<file path="src/rtl/vr_incr_stage_pkg.sv">
package vr_incr_stage_pkg;

  // Next-state bundle of the handshake control flops.
  typedef struct packed {
    logic vld;
    logic rdy;
  } hs_state_t;

  localparam hs_state_t HS_RESET = '{vld: 1'b0, rdy: 1'b0};

endpackage

</file>
<file path="src/rtl/vr_xform.sv">
// Fixed combinational transform: add a constant, wrapping at the word width.
module vr_xform #(
  parameter int WIDTH = 16,
  parameter int INC   = 1
) (
  input  logic [WIDTH-1:0] din,
  output logic [WIDTH-1:0] dout
);

  localparam logic [WIDTH-1:0] INC_W = WIDTH'(INC);

  generate
    if (INC == 0) begin : g_pass
      assign dout = din;
    end else begin : g_add
      assign dout = din + INC_W;
    end
  endgenerate

endmodule

</file>
<file path="src/rtl/vr_stage_ctrl.sv">
// Handshake control: registered upstream ready and output valid.
module vr_stage_ctrl
  import vr_incr_stage_pkg::*;
(
  input  logic clk,
  input  logic rst_n,
  input  logic in_vld,
  input  logic out_rdy,
  output logic in_rdy,
  output logic out_vld,
  output logic accept
);

  hs_state_t st_q;
  hs_state_t st_d;

  assign in_rdy  = st_q.rdy;
  assign out_vld = st_q.vld;
  assign accept  = in_vld & st_q.rdy;

  always_comb begin
    st_d     = st_q;
    st_d.rdy = out_rdy;
    if (accept) begin
      st_d.vld = 1'b1;
    end else begin
      st_d.vld = st_q.vld & ~out_rdy;
    end
  end

  always_ff @(posedge clk or negedge rst_n) begin
    if (!rst_n) begin
      st_q <= HS_RESET;
    end else begin
      st_q <= st_d;
    end
  end

endmodule

</file>
<file path="src/rtl/vr_stage_dreg.sv">
// Output data register with an explicit load enable.
module vr_stage_dreg #(
  parameter int WIDTH = 16
) (
  input  logic             clk,
  input  logic             rst_n,
  input  logic             load,
  input  logic [WIDTH-1:0] d,
  output logic [WIDTH-1:0] q
);

  logic [WIDTH-1:0] q_d;

  always_comb begin
    q_d = q;
    if (load) begin
      q_d = d;
    end
  end

  always_ff @(posedge clk or negedge rst_n) begin
    if (!rst_n) begin
      q <= '0;
    end else begin
      q <= q_d;
    end
  end

endmodule

</file>
<file path="src/rtl/vr_incr_stage.sv">
// Registered valid-ready stage applying a constant increment.
module vr_incr_stage #(
  parameter int WIDTH = 16,
  parameter int INC   = 1
) (
  input  logic             clk,
  input  logic             rst_n,
  input  logic             in_vld,
  output logic             in_rdy,
  input  logic [WIDTH-1:0] in_data,
  output logic             out_vld,
  input  logic             out_rdy,
  output logic [WIDTH-1:0] out_data
);

  logic             accept;
  logic [WIDTH-1:0] xf_data;

  vr_stage_ctrl u_ctrl (
    .clk     (clk),
    .rst_n   (rst_n),
    .in_vld  (in_vld),
    .out_rdy (out_rdy),
    .in_rdy  (in_rdy),
    .out_vld (out_vld),
    .accept  (accept)
  );

  vr_xform #(
    .WIDTH (WIDTH),
    .INC   (INC)
  ) u_xform (
    .din  (in_data),
    .dout (xf_data)
  );

  vr_stage_dreg #(
    .WIDTH (WIDTH)
  ) u_dreg (
    .clk   (clk),
    .rst_n (rst_n),
    .load  (accept),
    .d     (xf_data),
    .q     (out_data)
  );

endmodule

</file>
<file path="config.mk">
export PLATFORM = sky130hd
export DESIGN_NAME = vr_incr_stage
export DESIGN_NICKNAME = d
export VERILOG_FILES = /design/src/rtl/vr_incr_stage_pkg.sv /design/src/rtl/vr_xform.sv /design/src/rtl/vr_stage_ctrl.sv /design/src/rtl/vr_stage_dreg.sv /design/src/rtl/vr_incr_stage.sv
export SDC_FILE = /design/constraint.sdc
export NUM_CORES = 1
export LEC_CHECK = 0
export CORE_AREA = 8 8 49 51
export CTS_BUF_LIST = sky130_fd_sc_hd__clkbuf_16
export CTS_CLUSTER_SIZE = 30
export DETAILED_ROUTE_END_ITERATION = 6
export DIE_AREA = 0 0 57 59
export DONT_BUFFER_PORTS = 1
export GPL_TIMING_DRIVEN = 0
export PLACE_DENSITY = 0.73
export SYNTH_ARGS = -nofsm -noshare
export SYNTH_HDL_FRONTEND = slang
export SYNTH_SLANG_ARGS = --single-unit
export TNS_END_PERCENT = 5
</file>
<file path="constraint.sdc">
create_clock -name clk -period 1.4 [get_ports clk]
set_clock_uncertainty 0.05 [all_clocks]
set_input_delay 0.28 -clock clk [delete_from_list [all_inputs] [get_ports clk]]
set_output_delay 0.28 -clock clk [all_outputs]
set_load 0.05 [all_outputs]
</file>
Word-level counts from Yosys, hierarchy flattened:

Cells that the tools add are included.

* output and inout port bits: 18
* register bits after elaboration: 18
* input port bits: 20
* logic and storage cells: 8

* bitwise operators: 3
* muxes and demuxes: 1
* add/sub/neg operators: 1

Operators with widths (count)
* adder 16 x 1 -> 16 bit (second input constant): 1
* bitwise AND 1 bit: 2
* 2-to-1 mux 1 bit: 1
* NOT 1 bit: 1

Longest topological paths before layout:

Gate-level depths: netlist of run 1.

* depth after elaboration: 3
* gate-level depth with buffers: 5
* gate-level depth less buffers: 5

Cells and area by module:

A second synthesis of run 1 with hierarchy kept.

* cell total of the unflattened synthesis: 82
* area, all modules: 1017.2 sq um

Modules (own cells, without submodules)
* vr_stage_dreg: sequential area each 400.4 sq um, instances 1, cells each 34, area each 649.4 sq um
* vr_xform: sequential area each 0.0 sq um, instances 1, cells each 43, area each 297.8 sq um
* vr_stage_ctrl: sequential area each 50.0 sq um, instances 1, cells each 5, area each 70.1 sq um

Worst setup path after synthesis of run 1:

No wires, ideal clock.

* path type: flip-flop to flip-flop
* from: register u_ctrl.st_q, in the netlist u_ctrl.in_rdy
* to: register u_dreg.q[5]
* clock period less this slack: 1.341 ns
* library setup time: 0.135 ns
* path buffers: 1
* data arrival time: 1.155 ns
* setup slack: 0.059 ns
* cell stages (with the launch flop): 5
* data required time: 1.215 ns
* cells stage by stage: dfrtp_1 nand2_1 clkbuf_1 nand2_1 o21ai_0

* word-level cells in the longest chain between the ends: 1

RTL lines
* start, declared: RTL line vr_stage_ctrl.sv:14 `hs_state_t st_q;`
* start signal, assigned: RTL line vr_stage_ctrl.sv:35 `st_q <= st_d;`
* bitwise AND 1 bit: RTL line vr_stage_ctrl.sv:19 `assign accept = in_vld & st_q.rdy;`
* end signal, assigned: RTL line vr_stage_dreg.sv:25 `q <= q_d;`
* end, declared: RTL line vr_stage_dreg.sv:9 `output logic [WIDTH-1:0] q`

Every way passes these cells.
A chain may end at the register's enable or synchronous reset.

Worst setup path after layout of run 1:

* from: register u_ctrl.st_q, in the netlist u_ctrl.in_rdy
* to: register u_dreg.q[6]

The elaborated chain is that of the path after synthesis.

==> run_results.csv, run 1 <==
group,metric,value,unit
run_status,status,"completed",
route,vias_per_cell,5.974,
floorplan,ios,38,
floorplan,core-area,1652,sq um
timing,totalNegativeSetupSlack,0,ps
floorplan,rows,15,
logic_synthesis,seq_area_frac_synth,48.06,%
timing,fin_crit,1268,ps
clocking,clk_path_buf_depth,2,
flow_run,maxCapViolCount,0,
critical_path,required,1470,ps
timing,report.final.slew_viol_count,0,
floorplan,die_w,57,um
route,drtIter0Drc,8,
floorplan,die_h,59,um
logic_synthesis,syn_area,937.1,sq um
placement,place.gp.congestion,0.7620,
worst_hold_path,hp-class,"input port to register",
critical_path,worst-r2r-setup-slack,130,ps
critical_path,r2r_cells,4,
final_layout,final_common_cell,"nand2_1",
worst_hold_path,whs_path_depth,0,
clocking,htreeDepth,1,
critical_path,end_kind,"register",
global_routing,antenna_found_initial,0,
logic_synthesis,synth_fp_nets,115,
final_layout,diodes,0,
global_routing,grt_pass1_vias,762,
route,postRouteAntennaNets,0,
logic_synthesis,synth_seq_cells,18,
timing,rsz0062_at_grt,"no",
power,cellLeakagePower,0.4150,nW
critical_path,cp-start-kind,"register",
clocking,cts_tree,"done",
clocking,clk_pin_slew,50,ps
timing,final-setup-viol-count,0,
logic_synthesis,syn_avg_cell_area,9.970,sq um
final_layout,drive_above_1_share,15.31,%
clocking,cts.sinks,18,
timing,period_share,90.55,%
power,power.density,1468,nW/um^2
critical_path,worstSetupPathType,"register to register",
final_layout,layout_common_cells,"nand2_1, dfrtp_1, xnor2_1, o21ai_0, o21ai_1",
clocking,clk_latency,240,ps
timing,slew_headroom,46.46,%
final_layout,nets,121,
logic_synthesis,ys_types,19,
route,dr_total_vias,687,
logic_synthesis,yosysWarnings,0,
placement,port_buffers,0,
critical_path,cp.arrival,1330,ps
floorplan,initial_core_util,56.74,%
timing,fmax,0.7888,GHz
final_layout,utilization,63.48,%
global_routing,grt_max_degree,19,
final_layout,nFillCells,147,
global_routing,grt-ovfl-total,0,
logic_synthesis,synthCells,94,
global_routing,grt_util_all_layers,13.59,%
route,route.detailed.drc,0,
route,firstDrtPassIters,4,
route,wl_per_cell,18.47,um
route,wl,2124,um
clocking,numCtsBuffers,3,
timing,worst_pin_slew,800.4,ps
power,peakVddDrop,0.8778,mV
floorplan,design.die.area,3363,sq um
timing,hold_violations,0,
critical_path,worstPathMaxFanout,10,
clocking,root_buffer,"clkbuf_16",
global_routing,grt_pass1_wl,3677,um
final_layout,area.growth.synth_to_final,11.88,%
-- cells in the mapped netlist --
master	instances	area share, %
mux2_2	1	1.2
nand3_1	2	1.1
nand4_4	1	2.3
nand4_2	1	1.3
o21ai_0	9	4.8
o21ai_1	7	3.7
ha_1	1	1.3
nor3_1	4	2.1
nor4_2	4	5.3
inv_1	3	1.2
nand2_1	20	8.0
dfrtp_1	18	48
nand3_4	1	1.9
xor2_1	4	3.7
nor2_1	1	0.40
clkbuf_1	3	1.2
nand4_1	3	2.0
and4_1	1	0.93
xnor2_1	10	9.3
-- kinds of logic after synthesis --
kind of cell             count (synthesis)  synth area share, %
flip-flops                              18                48.06
buffers and inverters                    6                2.403
XOR/XNOR                                14                13.08
adder cells (fa/ha/maj)                  1                1.335
AO/OA/AOI/OAI                           16                8.544
AND/OR/NAND/NOR                         38                25.37
multiplexers                             1                1.202
-- routing by layer --
metal	track usage, %	routed length, um
met1	14.39	809
met2	23.41	1080
met3	5.794	220
met4	5.034	13
met5	0	0
-- state kept, by name, indices dropped and copies added (netlist names) --
| name | flops |
|---|---|
| u_ctrl.in_rdy | 1 |
| u_ctrl.out_vld | 1 |
| u_dreg.q | 16 |
-- worst max-delay path, stage by stage, from the launching register on --
cell and delay (ps):
dfrtp_2 520, nand2_1 180, clkbuf_2 220, nand2_1 90, o21ai_0 80
-- layout make-up --
cell class | count | area (sq um) | share of cell area [%]
Multi-Input combinational cell | 70 | 464.2 | 44.27
Sequential cell | 18 | 451.7 | 43.08
Inverter | 3 | 11.26 | 1.074
Timing Repair Buffer | 1 | 10.01 | 0.9546
Clock buffer | 3 | 75.07 | 7.160
Tap cell | 17 | 21.27 | 2.029
Buffer | 3 | 15.01 | 1.432
-- timing repair --
action | in CTS | in global routing
resized for setup | 4 | 0
setup endpoints to repair | 16 | 0
hold buffers | 1 | 0
endpoints found under the hold margin | 18 | 0
setup buffers | 0 | 0
-- power breakdown --
group	total (mW)	switching, mW	internal [mW]
registers	0.869	0.285	0.584
clock network	0.545	0.170	0.375
logic	0.125	0.0703	0.0548
-- path summary, 6_finish.rpt --
path	from	end
worst min-delay path	out_rdy	u_ctrl.in_rdy
min in group asynchronous	rst_n	u_dreg.q[1]
worst min register to register	u_dreg.q[15]	u_dreg.q[15]
worst max-delay path	u_ctrl.in_rdy	u_dreg.q[6]
worst max register to register	u_ctrl.in_rdy	u_dreg.q[6]
max in group asynchronous	rst_n	u_ctrl.in_rdy
-- per-stage QoR --
stage               area, sq um  power (mW)  cells  setup WS [ps]  hold slack [ps]
finish                     1049       1.539    115          132.3            11.94
global route               1049       1.605    115          18.81            3.772
CTS                        1049       1.562    115          112.3            7.011
detailed placement        958.4      0.9962    111         -134.2           -64.98
global placement          958.4      0.9894    111         -118.4           -65.02
floorplan                 937.1      0.9597     94          59.43           -65.59
No activity file was read; power rests on OpenSTA's default activity.
==> run 2, diff against run 1 <==
--- a/config.mk
+++ b/config.mk
@@ -13,6 +13,7 @@
 export DONT_BUFFER_PORTS = 1
 export GPL_TIMING_DRIVEN = 0
 export PLACE_DENSITY = 0.73
+export SETUP_SLACK_MARGIN = 0.05
 export SYNTH_ARGS = -nofsm -noshare
 export SYNTH_HDL_FRONTEND = slang
 export SYNTH_SLANG_ARGS = --single-unit
==> run 2 against run 1 <==
Compared with the run above:
- critical path depth is the same
- count of clock-buffer cells in the layout did not move
- sequential share of layout area stayed put
- critical endpoint unchanged
- largest cell class unchanged
==> run_results.csv, run 2 (same netlist as run 1, synthesis figures left out) <==
group,metric,value,unit
run_status,status,"completed",
placement,dpl_worst_slack,-134.2,ps
route,wl,2128,um
floorplan,die_w,57,um
critical_path,cp.arrival,1300,ps
floorplan,die_h,59,um
floorplan,initial_core_util,56.74,%
final_layout,area.growth.synth_to_final,11.88,%
timing,totalNegativeSetupSlack,0,ps
clocking,cts.sinks,18,
timing,hold_violations,0,
power,cellLeakagePower,0.4126,nW
clocking,cts_setup_buffers,0,
critical_path,critical_path.top_delay_family,"flip-flops",
floorplan,design.die.area,3363,sq um
clocking,root_buffer,"clkbuf_16",
global_routing,antenna_found_initial,0,
timing,final-setup-viol-count,0,
route,firstDrtPassIters,4,
critical_path,critPathBufInv,1,
global_routing,grt_pass1_vias,762,
final_layout,regMostFlops,"u_dreg.q",
worst_hold_path,hp-class,"input port to register",
final_layout,diodes,0,
timing,worst_pin_slew,800.5,ps
timing,period_share,88.30,%
power,p_total,1.540,mW
timing,slew_headroom,46.45,%
global_routing,grt-ovfl-total,0,
critical_path,worstPathMaxFanout,10,
route,postRouteAntennaNets,0,
clocking,clk_pin_slew,50,ps
critical_path,critical_path.most_common_cell,"nand2_1",
critical_path,cpPeakStageDelay,520,ps
critical_path,required,1470,ps
final_layout,final_common_cell,"nand2_1",
power,power.density,1469,nW/um^2
critical_path,worstSetupPathType,"register to register",
floorplan,ios,38,
timing,report.final.slew_viol_count,0,
power,peakVddDrop,0.8813,mV
clocking,clk_latency,240,ps
route,wl_per_cell,18.50,um
route,vias_per_cell,5.991,
critical_path,cp-start-kind,"register",
timing,fmax,0.8090,GHz
flow_run,maxCapViolCount,0,
critical_path,slowest_stage,"dfrtp_2",
global_routing,grt_max_degree,19,
route,drtIter0Drc,8,
floorplan,core-area,1652,sq um
route,route.detailed.drc,0,
route,dr_total_vias,689,
timing,rsz0062_at_grt,"no",
global_routing,grt_util_all_layers,13.59,%
floorplan,rows,15,
critical_path,end_kind,"register",
clocking,htreeDepth,1,
global_routing,grt_pass1_wl,3677,um
final_layout,nets,121,
placement,port_buffers,0,
clocking,clk_path_buf_depth,2,
final_layout,largest_register_ffs,16,
final_layout,drive_above_1_share,15.31,%
final_layout,layout_common_cells,"nand2_1, dfrtp_1, xnor2_1, o21ai_0, o21ai_1",
critical_path,path_cells,"nand2_1 > buf_2 > nand2_1 > o21ai_0",
clocking,cts_tree,"done",
final_layout,nFillCells,147,
timing,holdWs,11.35,ps
clocking,numCtsBuffers,3,
placement,place.gp.congestion,0.7620,
timing,fin_crit,1236,ps
timing,setup_ws,163.8,ps
## run 2: cell types whose count changed in the layout (fill, tap and decap cells not counted)
cell      delta
buf_2        +3
clkbuf_2     -3
## run 2: worst paths after layout
kind,start,end,slack [ps],cells after the start
setup / recovery,u_ctrl.in_rdy,u_dreg.q[6],160,4
hold / removal,out_rdy,u_ctrl.in_rdy,10,0
setup reg to reg,u_ctrl.in_rdy,u_dreg.q[6],160,4
hold reg to reg,u_dreg.q[15],u_dreg.q[15],720,2
max in group asynchronous,rst_n,u_ctrl.in_rdy,230,1
min in group asynchronous,rst_n,u_dreg.q[1],520,1
## run 2: power breakdown
group / total (mW) / internal (mW) / switching, mW
Sequential: 0.869 / 0.584 / 0.285
Clock: 0.546 / 0.375 / 0.171
Combinational: 0.125 / 0.0550 / 0.0702
## run 2: worst register-to-register path: cells and delay by family, from the launching register on
kind            cells  cell delay (ps)
buf+inv             1              220
compound gates      1               80
simple gates        2              250
flops               1              520
## run 2: routing by layer
layer | track usage [%] | up-vias | part of all wire [%]
li1 | - | 333 | -
met1 | 14.39 | 332 | 38
met2 | 23.41 | 22 | 51
met3 | 5.794 | 2 | 9.9
met4 | 5.034 | 0 | 0.61
met5 | 0 | - | 0
## run 2: repair_timing
action                     4_1_cts  5_1_grt
gates cloned                     0        0
setup endpoints to repair       16        5
resized for setup                4        3
hold endpoints to repair        18        0
pin swaps                        0        0
hold buffers                     1        0
## run 2: layout make-up
| class | instances | area [sq um] | area share [%] |
|---|---|---|---|
| Buffer | 3 | 15.01 | 1.432 |
| Tap cell | 17 | 21.27 | 2.029 |
| Inverter | 3 | 11.26 | 1.074 |
| Multi-Input combinational cell | 70 | 464.2 | 44.27 |
| Sequential cell | 18 | 451.7 | 43.08 |
| Timing Repair Buffer | 1 | 10.01 | 0.9546 |
| Clock buffer | 3 | 75.07 | 7.160 |
## run 2: per-stage QoR
stage / area [sq um] / util [%] / instances
after floorplan: 937.1 / - / 94
after global routing: 1049 / 63.48 / 115
after global placement: 958.4 / 58.03 / 111
after detailed placement: 958.4 / 58.03 / 111
final: 1049 / 63.48 / 115
after CTS: 1049 / 63.48 / 115
